**src/rtl/dmaseq_pkg.sv**
```systemverilog
package dmaseq_pkg;
    typedef enum logic [1:0] {
        ST_IDLE  = 2'd0,
        ST_WAIT  = 2'd1,
        ST_BURST = 2'd2,
        ST_DONE  = 2'd3
    } seq_state_e;
endpackage

```
**src/rtl/dmaseq_strobe.sv**
```systemverilog
module dmaseq_strobe (
    input  logic clk,
    input  logic rst_n,
    input  logic en,
    input  logic is_write,
    input  logic dmack,
    input  logic dior,
    input  logic diow,
    output logic word_ok
);
    typedef struct packed {
        logic rd;
        logic wr;
    } edge_t;

    edge_t st_d, st_q;
    logic  rd_rise, wr_rise;

    always_comb begin
        st_d    = st_q;
        st_d.rd = dior;
        st_d.wr = diow;
        rd_rise = dior & ~st_q.rd;
        wr_rise = diow & ~st_q.wr;
        word_ok = en & dmack & (is_write ? wr_rise : rd_rise);
    end

    always_ff @(posedge clk or negedge rst_n) begin
        if (!rst_n) st_q <= '0;
        else        st_q <= st_d;
    end
endmodule

```
**src/rtl/dmaseq_wordcnt.sv**
```systemverilog
module dmaseq_wordcnt #(
    parameter int WPS = 256
) (
    input  logic clk,
    input  logic rst_n,
    input  logic clr,
    input  logic word_ok,
    output logic last_word
);
    localparam int CW = (WPS > 1) ? $clog2(WPS) : 1;
    localparam logic [CW-1:0] LAST = CW'(WPS - 1);

    logic [CW-1:0] cnt_d, cnt_q;

    always_comb begin
        last_word = word_ok && (cnt_q == LAST);
        cnt_d     = cnt_q;
        if (clr)            cnt_d = '0;
        else if (last_word) cnt_d = '0;
        else if (word_ok)   cnt_d = cnt_q + 1'b1;
    end

    always_ff @(posedge clk or negedge rst_n) begin
        if (!rst_n) cnt_q <= '0;
        else        cnt_q <= cnt_d;
    end

    // the counter never runs past the sector size
    a_r3_cnt_in_range: assert property (@(posedge clk) disable iff (!rst_n)
        cnt_q <= LAST);
endmodule

```
**src/rtl/dmaseq_ctrl.sv**
```systemverilog
module dmaseq_ctrl
    import dmaseq_pkg::*;
#(
    parameter int          LBA_W   = 28,
    parameter int          CNT_W   = 8,
    parameter logic [7:0]  RD_CODE = 8'hC8,
    parameter logic [7:0]  WR_CODE = 8'hCA
) (
    input  logic             clk,
    input  logic             rst_n,
    input  logic             cmd_we,
    input  logic [7:0]       cmd_code,
    input  logic [LBA_W-1:0] start_lba,
    input  logic [CNT_W-1:0] sec_count,
    input  logic             status_rd,
    input  logic             media_rdy,
    input  logic             media_err,
    input  logic             dmack,
    input  logic             last_word,
    output logic             bsy,
    output logic             drq,
    output logic             intrq,
    output logic             err,
    output logic             dmarq,
    output logic             active,
    output logic             in_burst,
    output logic             is_write,
    output logic [LBA_W-1:0] cur_lba
);
    localparam logic [CNT_W-1:0] ONE = CNT_W'(1);

    typedef struct packed {
        seq_state_e       state;
        logic [LBA_W-1:0] lba;
        logic [CNT_W-1:0] rem;
        logic             wr;
        logic             bsy;
        logic             drq;
        logic             intrq;
        logic             err;
        logic             dmarq;
    } ctrl_t;

    ctrl_t q, d;
    logic  cmd_ok;

    always_comb begin
        d      = q;
        cmd_ok = cmd_we && ((cmd_code == RD_CODE) || (cmd_code == WR_CODE))
                 && (sec_count != '0);
        unique case (q.state)
            ST_IDLE, ST_DONE: begin
                if (cmd_ok) begin
                    d.state = ST_WAIT;
                    d.lba   = start_lba;
                    d.rem   = sec_count;
                    d.wr    = (cmd_code == WR_CODE);
                    d.bsy   = 1'b1;
                    d.drq   = 1'b0;
                    d.intrq = 1'b0;
                    d.err   = 1'b0;
                    d.dmarq = 1'b0;
                end else if (q.state == ST_DONE && status_rd) begin
                    d.state = ST_IDLE;
                    d.intrq = 1'b0;
                end
            end
            ST_WAIT: begin
                if (media_err) begin
                    d.state = ST_DONE;
                    d.bsy   = 1'b0;
                    d.intrq = 1'b1;
                    d.err   = 1'b1;
                end else if (media_rdy && !dmack) begin
                    d.state = ST_BURST;
                    d.bsy   = 1'b0;
                    d.drq   = 1'b1;
                    d.dmarq = 1'b1;
                end
            end
            ST_BURST: begin
                if (last_word) begin
                    d.drq   = 1'b0;
                    d.dmarq = 1'b0;
                    if (q.rem == ONE) begin
                        d.state = ST_DONE;
                        d.intrq = 1'b1;
                    end else begin
                        d.state = ST_WAIT;
                        d.bsy   = 1'b1;
                        d.rem   = q.rem - ONE;
                        d.lba   = q.lba + 1'b1;
                    end
                end
            end
            default: d = q;
        endcase
    end

    always_ff @(posedge clk or negedge rst_n) begin
        if (!rst_n) q <= '{state: ST_IDLE, default: '0};
        else        q <= d;
    end

    assign bsy      = q.bsy;
    assign drq      = q.drq;
    assign intrq    = q.intrq;
    assign err      = q.err;
    assign dmarq    = q.dmarq;
    assign is_write = q.wr;
    assign cur_lba  = q.lba;
    assign active   = (q.state == ST_WAIT) || (q.state == ST_BURST);
    assign in_burst = (q.state == ST_BURST);

    // exactly one of busy and data request during the data phase
    a_r6_one_status: assert property (@(posedge clk) disable iff (!rst_n)
        active |-> (q.bsy ^ q.drq));

    // the interrupt rises only as the data phase status clears
    a_r8_irq_at_end: assert property (@(posedge clk) disable iff (!rst_n)
        $rose(q.intrq) |-> (!q.bsy && !q.drq && $past(q.bsy || q.drq)));

    // the request never drops without the host acknowledge
    a_r3_req_needs_ack: assert property (@(posedge clk) disable iff (!rst_n)
        $fell(q.dmarq) |-> $past(dmack));

    // the request is only raised alongside data request
    a_r2_req_with_drq: assert property (@(posedge clk) disable iff (!rst_n)
        q.dmarq |-> (q.drq && !q.bsy));

    // a command write mid-phase leaves address and count alone
    a_r11_cmd_ignored: assert property (@(posedge clk) disable iff (!rst_n)
        (active && cmd_we && !last_word) |=> ($stable(q.lba) && $stable(q.rem)));
endmodule

```
**src/rtl/dma_cmd_seq.sv**
```systemverilog
module dma_cmd_seq #(
    parameter int         LBA_W   = 28,
    parameter int         CNT_W   = 8,
    parameter int         WPS     = 256,
    parameter logic [7:0] RD_CODE = 8'hC8,
    parameter logic [7:0] WR_CODE = 8'hCA
) (
    input  logic             clk,
    input  logic             rst_n,
    input  logic             sel,
    input  logic             cmd_we,
    input  logic [7:0]       cmd_code,
    input  logic [LBA_W-1:0] start_lba,
    input  logic [CNT_W-1:0] sec_count,
    input  logic             status_rd,
    input  logic             media_rdy,
    input  logic             media_err,
    input  logic             dmack,
    input  logic             dior,
    input  logic             diow,
    output logic             bsy,
    output logic             drq,
    output logic             intrq,
    output logic             err,
    output logic             dmarq_oe,
    output logic             dmarq,
    output logic             xfer_word,
    output logic [LBA_W-1:0] cur_lba
);
    logic active, in_burst, is_write, word_ok, last_word, req_q;

    dmaseq_strobe u_strobe (
        .clk      (clk),
        .rst_n    (rst_n),
        .en       (in_burst),
        .is_write (is_write),
        .dmack    (dmack),
        .dior     (dior),
        .diow     (diow),
        .word_ok  (word_ok)
    );

    dmaseq_wordcnt #(.WPS(WPS)) u_wordcnt (
        .clk       (clk),
        .rst_n     (rst_n),
        .clr       (!in_burst),
        .word_ok   (word_ok),
        .last_word (last_word)
    );

    dmaseq_ctrl #(
        .LBA_W   (LBA_W),
        .CNT_W   (CNT_W),
        .RD_CODE (RD_CODE),
        .WR_CODE (WR_CODE)
    ) u_ctrl (
        .clk       (clk),
        .rst_n     (rst_n),
        .cmd_we    (cmd_we),
        .cmd_code  (cmd_code),
        .start_lba (start_lba),
        .sec_count (sec_count),
        .status_rd (status_rd),
        .media_rdy (media_rdy),
        .media_err (media_err),
        .dmack     (dmack),
        .last_word (last_word),
        .bsy       (bsy),
        .drq       (drq),
        .intrq     (intrq),
        .err       (err),
        .dmarq     (req_q),
        .active    (active),
        .in_burst  (in_burst),
        .is_write  (is_write),
        .cur_lba   (cur_lba)
    );

    assign dmarq_oe  = sel & active;
    assign dmarq     = sel & req_q;
    assign xfer_word = word_ok;

    // a counted word always comes from a burst
    a_r4_word_in_burst: assert property (@(posedge clk) disable iff (!rst_n)
        xfer_word |-> (drq && !bsy));
endmodule

```
**config.mk**
```make
export PLATFORM = sky130hd
export DESIGN_NAME = dma_cmd_seq
export DESIGN_NICKNAME = d
export VERILOG_FILES = /design/src/rtl/dmaseq_pkg.sv /design/src/rtl/dmaseq_strobe.sv /design/src/rtl/dmaseq_wordcnt.sv /design/src/rtl/dmaseq_ctrl.sv /design/src/rtl/dma_cmd_seq.sv
export SDC_FILE = /design/constraint.sdc
export NUM_CORES = 1
export LEC_CHECK = 0
export BUFFER_PORTS_ARGS = -buffer_cell sky130_fd_sc_hd__buf_4
export CORE_ASPECT_RATIO = 0.9
export CORE_MARGIN = 3
export CORE_UTILIZATION = 59
export CTS_CLUSTER_DIAMETER = 80
export CTS_CLUSTER_SIZE = 28
export DETAILED_ROUTE_END_ITERATION = 8
export GPL_TIMING_DRIVEN = 0
export PLACE_DENSITY_LB_ADDON = 0.05
export SYNTH_ARGS = -nofsm -noshare
export SYNTH_HDL_FRONTEND = slang
export SYNTH_SLANG_ARGS = --single-unit
```
**constraint.sdc**
```tcl
create_clock -name clk -period 7 [get_ports clk]
set_clock_uncertainty 0.2 [all_clocks]
set_input_delay 0.35 -clock clk [delete_from_list [all_inputs] [get_ports clk]]
set_output_delay 0.35 -clock clk [all_outputs]
set_load 0.1 [all_outputs]
```
Yosys cells after proc, flatten, opt, wreduce, memory -nomap -nowiden
Index checks and enable logic that the tools add are counted.
{"block": "word_totals", "output_inout_bits": 35, "regBits": 54, "elab_cells": 90, "in_bits": 54}
{"block": "classes", "bitwise_logic": 8, "addsub": 3, "mux": 30, "n_eq_ne": 17, "reduce_logical": 20}
{"op": "$pmux 36 s2", "n": 1}
{"op": "$mux 39", "n": 1}
{"op": "$mux 38", "n": 1}
{"op": "$mux 36", "n": 1}
{"op": "$add 28x1->28 const B", "n": 1}
{"op": "$eq 8x8->1 const B", "n": 3}
{"op": "$mux 8", "n": 3}
{"op": "$mux 2", "n": 8}
{"op": "$reduce_and 4->1", "n": 4}
{"op": "$mux 1", "n": 10}
{"op": "$pmux 3 s3", "n": 1}
{"op": "$add 8x1->8 const B", "n": 1}
{"op": "$eq 8x1->1 const B", "n": 1}
{"op": "$ne 2x2->1 const B", "n": 4}
{"op": "$reduce_bool 8->1", "n": 1}
{"op": "$sub 8x1->8 const B", "n": 1}
{"op": "$and 1x1->1", "n": 6}
{"op": "$ne 2x1->1 const B", "n": 3}
{"op": "$ne 3x2->1 const B", "n": 2}
{"op": "$pmux 2 s3", "n": 1}
{"op": "$reduce_and 3->1", "n": 2}
{"op": "$logic_and 1x1->1", "n": 5}
{"op": "$eq 2x2->1 const B", "n": 2}
{"op": "$reduce_bool 2->1", "n": 2}
{"op": "11 further kinds", "n": 13}

Logic depth before layout (Yosys ltp)
{"block": "depth", "depth_word": 7, "mapped_depth": 9, "depth_no_buf": 7}

Hierarchy
Synthesis repeated with hierarchy kept, for this count alone.
{"block": "unflattened", "hier_cells": 435, "area_unflattened_um2": 3672.3}
{"mod": "dmaseq_ctrl", "seq_area_each_um2": 1076.0, "instances": 1, "cells_each": 379, "area_per_inst_um2": 3148.0}
{"mod": "dmaseq_wordcnt", "seq_area_each_um2": 200.2, "instances": 1, "cells_each": 47, "area_per_inst_um2": 432.9}
{"mod": "dmaseq_strobe", "seq_area_each_um2": 50.0, "instances": 1, "cells_each": 6, "area_per_inst_um2": 75.1}
{"mod": "dma_cmd_seq", "seq_area_each_um2": 0.0, "instances": 1, "cells_each": 3, "area_per_inst_um2": 16.3}

Worst setup path before layout
OpenSTA, ideal clock, no wires.
{"block": "synth_path", "kind": "register to output", "from": "register u_ctrl.q[42] in the netlist's numbering", "to": "output port xfer_word", "n_path_buf": 3, "path_slack_ns": 3.824, "stages_incl_launch_ff": 8, "arrival_ns": 2.626, "t_required_ns": 6.450, "path_cell_list": "dfrtp_1 > inv_1 > ha_1 > buf_2 > inv_1 > clkbuf_1 > buf_1 > nor2_1"}
{"block": "synth_via", "elab_chain_cells": 3}
{"element": "start: declaration", "line_no": "dmaseq_ctrl.sv:44", "text": "ctrl_t q, d;"}
{"element": "start signal: assignment", "line_no": "dmaseq_ctrl.sv:101", "text": "if (!rst_n) q <= '{state: ST_IDLE, default: '0};"}
{"element": "start signal: assignment", "line_no": "dmaseq_ctrl.sv:102", "text": "else q <= d;"}
{"element": "$eq 2x2->1", "line_no": "dmaseq_ctrl.sv:113", "text": "assign in_burst = (q.state == ST_BURST);"}
{"element": "$and 1x1->1 (2 in a row)", "line_no": "dmaseq_strobe.sv:25", "text": "word_ok = en & dmack & (is_write ? wr_rise : rd_rise);"}
{"element": "end: declaration", "line_no": "dma_cmd_seq.sv:27", "text": "output logic xfer_word,"}
No other way between the ends.

Worst setup path in the final report
{"block": "layout_path", "from": "register u_ctrl.q[42] in the netlist's numbering", "to": "register u_ctrl.q, in the netlist u_ctrl.cur_lba[13]"}
{"block": "layout_via", "elab_chain_cells": 6, "elab_cells_between_ends": 13, "cone_classes": "eq/ne (5); mux (1); bitwise (2); reduce/logical (5)"}
{"element": "$eq 2x2->1", "line_no": "dmaseq_ctrl.sv:51, dmaseq_ctrl.sv:113"}
{"element": "$and 1x1->1 (2 in a row)", "line_no": "dmaseq_strobe.sv:25"}
{"element": "$logic_and 1x1->1", "line_no": "dmaseq_wordcnt.sv:16", "text": "last_word = word_ok && (cnt_q == LAST);"}
{"element": "$ne 2x2->1 (no line)"}
{"element": "$reduce_and 4->1 (no line)"}
Parallel ways exist; a longest one is shown, timed or not.
A chain may end at the register's enable or synchronous reset.

==> results.yml <==
route:
  avgRoutedWirePerCell_um: 19.6
  vias: 4405
  drtPass1Iterations: 7
  routed_wl_um: 12900
  drc: 0
  drt_iter0_drc: 534
  avgViaCountPerCell: 6.69
  ant_nets: 0
setup_path:
  crit_path_end_kind: "register"
  critPathKind: "reg -> reg"
  reg2reg_slack_ns: 3.68
  cp.buffers_inverters: 3
  crit_slowest_cell: "a2111oi_2"
  required_ns: 6.97
  r2r.worst_path.cells: 8
  rr_endpoint: "u_ctrl.cur_lba[13]"
  crit_chain: "inv_1 > ha_1 > clkbuf_1 > a2111oi_2 > a21oi_2 > clkbuf_1 > o31ai_1 > a211oi_1"
  r2r_start: "u_ctrl.q[42]"
  critPathLaunchType: "register"
  cpPeakStageDelay_ns: 0.81
  crit_family: "compound AO/OA/AOI/OAI gates"
  crit_top_cell: "clkbuf_1"
  crit_fanout: 10
  arrival_ns: 3.30
power_and_ir_drop:
  p_int_uw: 561
  p_per_area_mw_per_mm2: 197
  ir_drop_v: 0.000203
  combPwrFrac_pct: 37.3
  swShare_pct: 41.9
  power.switching_uw: 405
  clkPwrFrac_pct: 23.1
  p_leak_nw: 2.04
  pwr-share-seq_pct: 39.7
sta:
  rsz0062_at_grt: "false"
  maxSlewViolCount: 0
  max_clock_freq_mhz: 301
  fin_ws_ns: 3.68
  tightest_slew_ns: 0.886
  fin_crit_sh_pct: 47.5
  relSlewSlack_pct: 40.6
  finalHoldViolations: 0
  fin_crit_ns: 3.32
  fin_tns_setup_ns: 0
  setup_viol: 0
placement:
  placed_area_sq_mm: 0.00476
  dpl.hpwl_um: 9170
  port_buffers: 88
  dp.cells: 647
  dp_slack_ns: 3.85
  gp_congestion: 0.947
synthesis:
  synth_top_area_share_pct: 33.9
  yosys_warnings: 0
  yosysUniqueCellTypes: 65
  synth_nets: 535
  synth_area_sq_mm: 0.00399
  synth_cells: 472
  synth.area.top_cells: "dfrtp_1 34%, buf_4 5.5%, nand2_1 4.0%"
  async_flop_share_pct: 100
  synth_edf_count: 0
  synth_top_area_cell: "dfrtp_1"
  ys_seq_area_share_pct: 33.9
  syn_area_per_cell_sq_um: 8.45
  yosys.cell_count.top_type: "dfrtp_1"
  synthTopCellsByCount: "54 x dfrtp_1, 42 x nand2_1, 35 x nor2_1, 29 x buf_4, 25 x a31oi_1"
  synth_seq_cells: 54
  synth_ff_type: "dfrtp_1"
status:
  status: "complete, no violations"
cts:
  numCtsBuffers: 5
  path_clk_slew_ns: 0.10
  cts_tree: "done"
  cts-root-buf: "clkbuf_8"
  clk_latency_ns: 0.33
  cts.sinks: 54
  clockBufferDepth: 2
  cts.htree.levels: 2
global_route:
  antenna_found_initial: 0
  overflow: 0
  grt_util_all_layers_pct: 33.4
  grt_pass1_vias: 4370
  grt_pass1_wl_um: 20900
  grt_max_degree: 55
finish:
  antenna_cells: 0
  fin_cells: 658
  seqCellArea_sq_mm: 0.00135
  final_util_pct: 77.6
  num-fill-cells: 449
  drive_gt1_share_pct: 27.5
  syn2layout_area_growth_pct: 22.9
  final_nets: 633
  stdcell_area_sq_mm: 0.00490
  multi_input_area_sq_mm: 0.00226
run:
  cap_violations: 0
floorplanning:
  io_pins: 89
  initial_core_util_pct: 63.1
  die_w_um: 92.7
  die-area_sq_mm: 0.00778
  core_area_sq_mm: 0.00632
  dieHeight_um: 84.0
  rows: 27
worst_hold_path:
  hold_path_end: "u_ctrl.cur_lba[27]"
  min_path_type: "in -> reg"
  whs_path_depth: 3
  min_from: "start_lba[27]"
==> state kept, by name (all words and copies together) (netlist names) <==
signal / count
u_ctrl.cur_lba: 28
u_ctrl.bsy: 1
u_ctrl.intrq: 1
u_ctrl.is_write: 1
u_ctrl.err: 1
u_ctrl.drq: 1
u_ctrl.q: 10
u_wordcnt.cnt_q: 8
u_strobe.st_q: 2
u_ctrl.dmarq: 1
==> per-layer routing <==
layer | global-route usage [%] | vias to the layer above | part of all wire (%)
met2 | 51.8 | 331 | 45
met1 | 44.7 | 2038 | 40
met3 | 7.03 | 59 | 12
li1 | - | 1977 | -
met4 | 15.2 | 0 | 3.3
met5 | 0 | - | 0
==> logic make-up (layout without fill, tap and decap cells) <==
| group | Yosys count | count (layout) | share of synthesized area (%) |
|---|---|---|---|
| buffers and inverters | 68 | 167 | 9.35 |
| adders and majority gates | 9 | 9 | 2.82 |
| AOI/OAI and AO/OA | 140 | 140 | 25.1 |
| muxes | 6 | 6 | 1.66 |
| xor gates and xnor gates | 3 | 3 | 0.659 |
| and+or+nand+nor | 192 | 192 | 26.6 |
| DFF | 54 | 54 | 33.9 |
==> worst max-delay path by stage <==
stage                 startpoint                  to  slack [ns]  depth (start not counted)
floorplan           u_ctrl.q[42]           xfer_word        3.82                          7
global placement    u_ctrl.q[42]        u_ctrl.q[13]        3.87                          8
detailed placement  u_ctrl.q[42]  u_ctrl.cur_lba[13]        3.85                          8
CTS                 u_ctrl.q[42]  u_ctrl.cur_lba[13]        3.83                          8
global route        u_ctrl.q[42]        u_ctrl.q[13]        3.59                          8
finish              u_ctrl.q[42]  u_ctrl.cur_lba[13]        3.68                          8
==> worst min-delay path: cells and delay by family <==
kind	cells	cell delay, ns
AO/OA/AOI/OAI	1	0.06
AND/OR/NAND/NOR	1	0.04
buffers and inverters	1	0.08
==> layout make-up <==
class	instances	area share [%]
Buffer	57	6.76
Clock buffer	5	1.40
Clock inverter	3	0.919
Inverter	11	0.842
Multi-Input combinational cell	350	46.2
Sequential cell	54	27.6
Tap cell	87	2.22
Timing Repair Buffer	91	14.1
==> per-stage QoR <==
step	hold WS (ns)	total power [mW]
final	0.0360	0.966
after detailed placement	0.247	0.743
after global placement	0.247	0.736
after global routing	0.0517	1.00
after CTS	0.0437	0.962
after floorplan	-0.146	0.651
==> power by group through the flow <==
stage | combinational, mW | sequential (mW) | clock [mW]
final | 0.360 | 0.383 | 0.223
after global placement | 0.350 | 0.385 | 0
after floorplan | 0.269 | 0.382 | 0
after CTS | 0.359 | 0.381 | 0.222
after detailed placement | 0.356 | 0.387 | 0
after global routing | 0.376 | 0.388 | 0.237
==> layout by cell type (no fill, tap or decap), types with 4 or more instances in the layout <==
cell	synthesis	layout
nor2_1	35	35
dfrtp_1	54	54
buf_4	29	117
mux2_2	5	5
a311oi_1	5	5
nor3_1	15	15
and2_1	6	6
a211oi_1	10	10
a22oi_1	4	4
nand2_1	42	42
nand4_1	7	7
ha_1	9	9
clkbuf_1	20	20
o31ai_1	6	6
a211o_1	4	4
and4bb_2	4	4
nand2b_1	5	5
o21ai_0	18	18
inv_1	11	11
o211ai_1	7	7
o22ai_1	8	8
a31oi_1	25	25
clkbuf_8	0	5
and4_1	4	4
a21oi_1	24	24
buf_2	7	7
nor4_1	14	14
and3_1	12	12
nand3_1	24	24
==> what timing repair did <==
action                    4_1_cts  5_1_grt
setup buffers                   0        0
hold buffers                    3        0
gates resized for setup         0        0
hold endpoints to repair       56        0
Note: power is estimated with default switching activity, not from simulation.
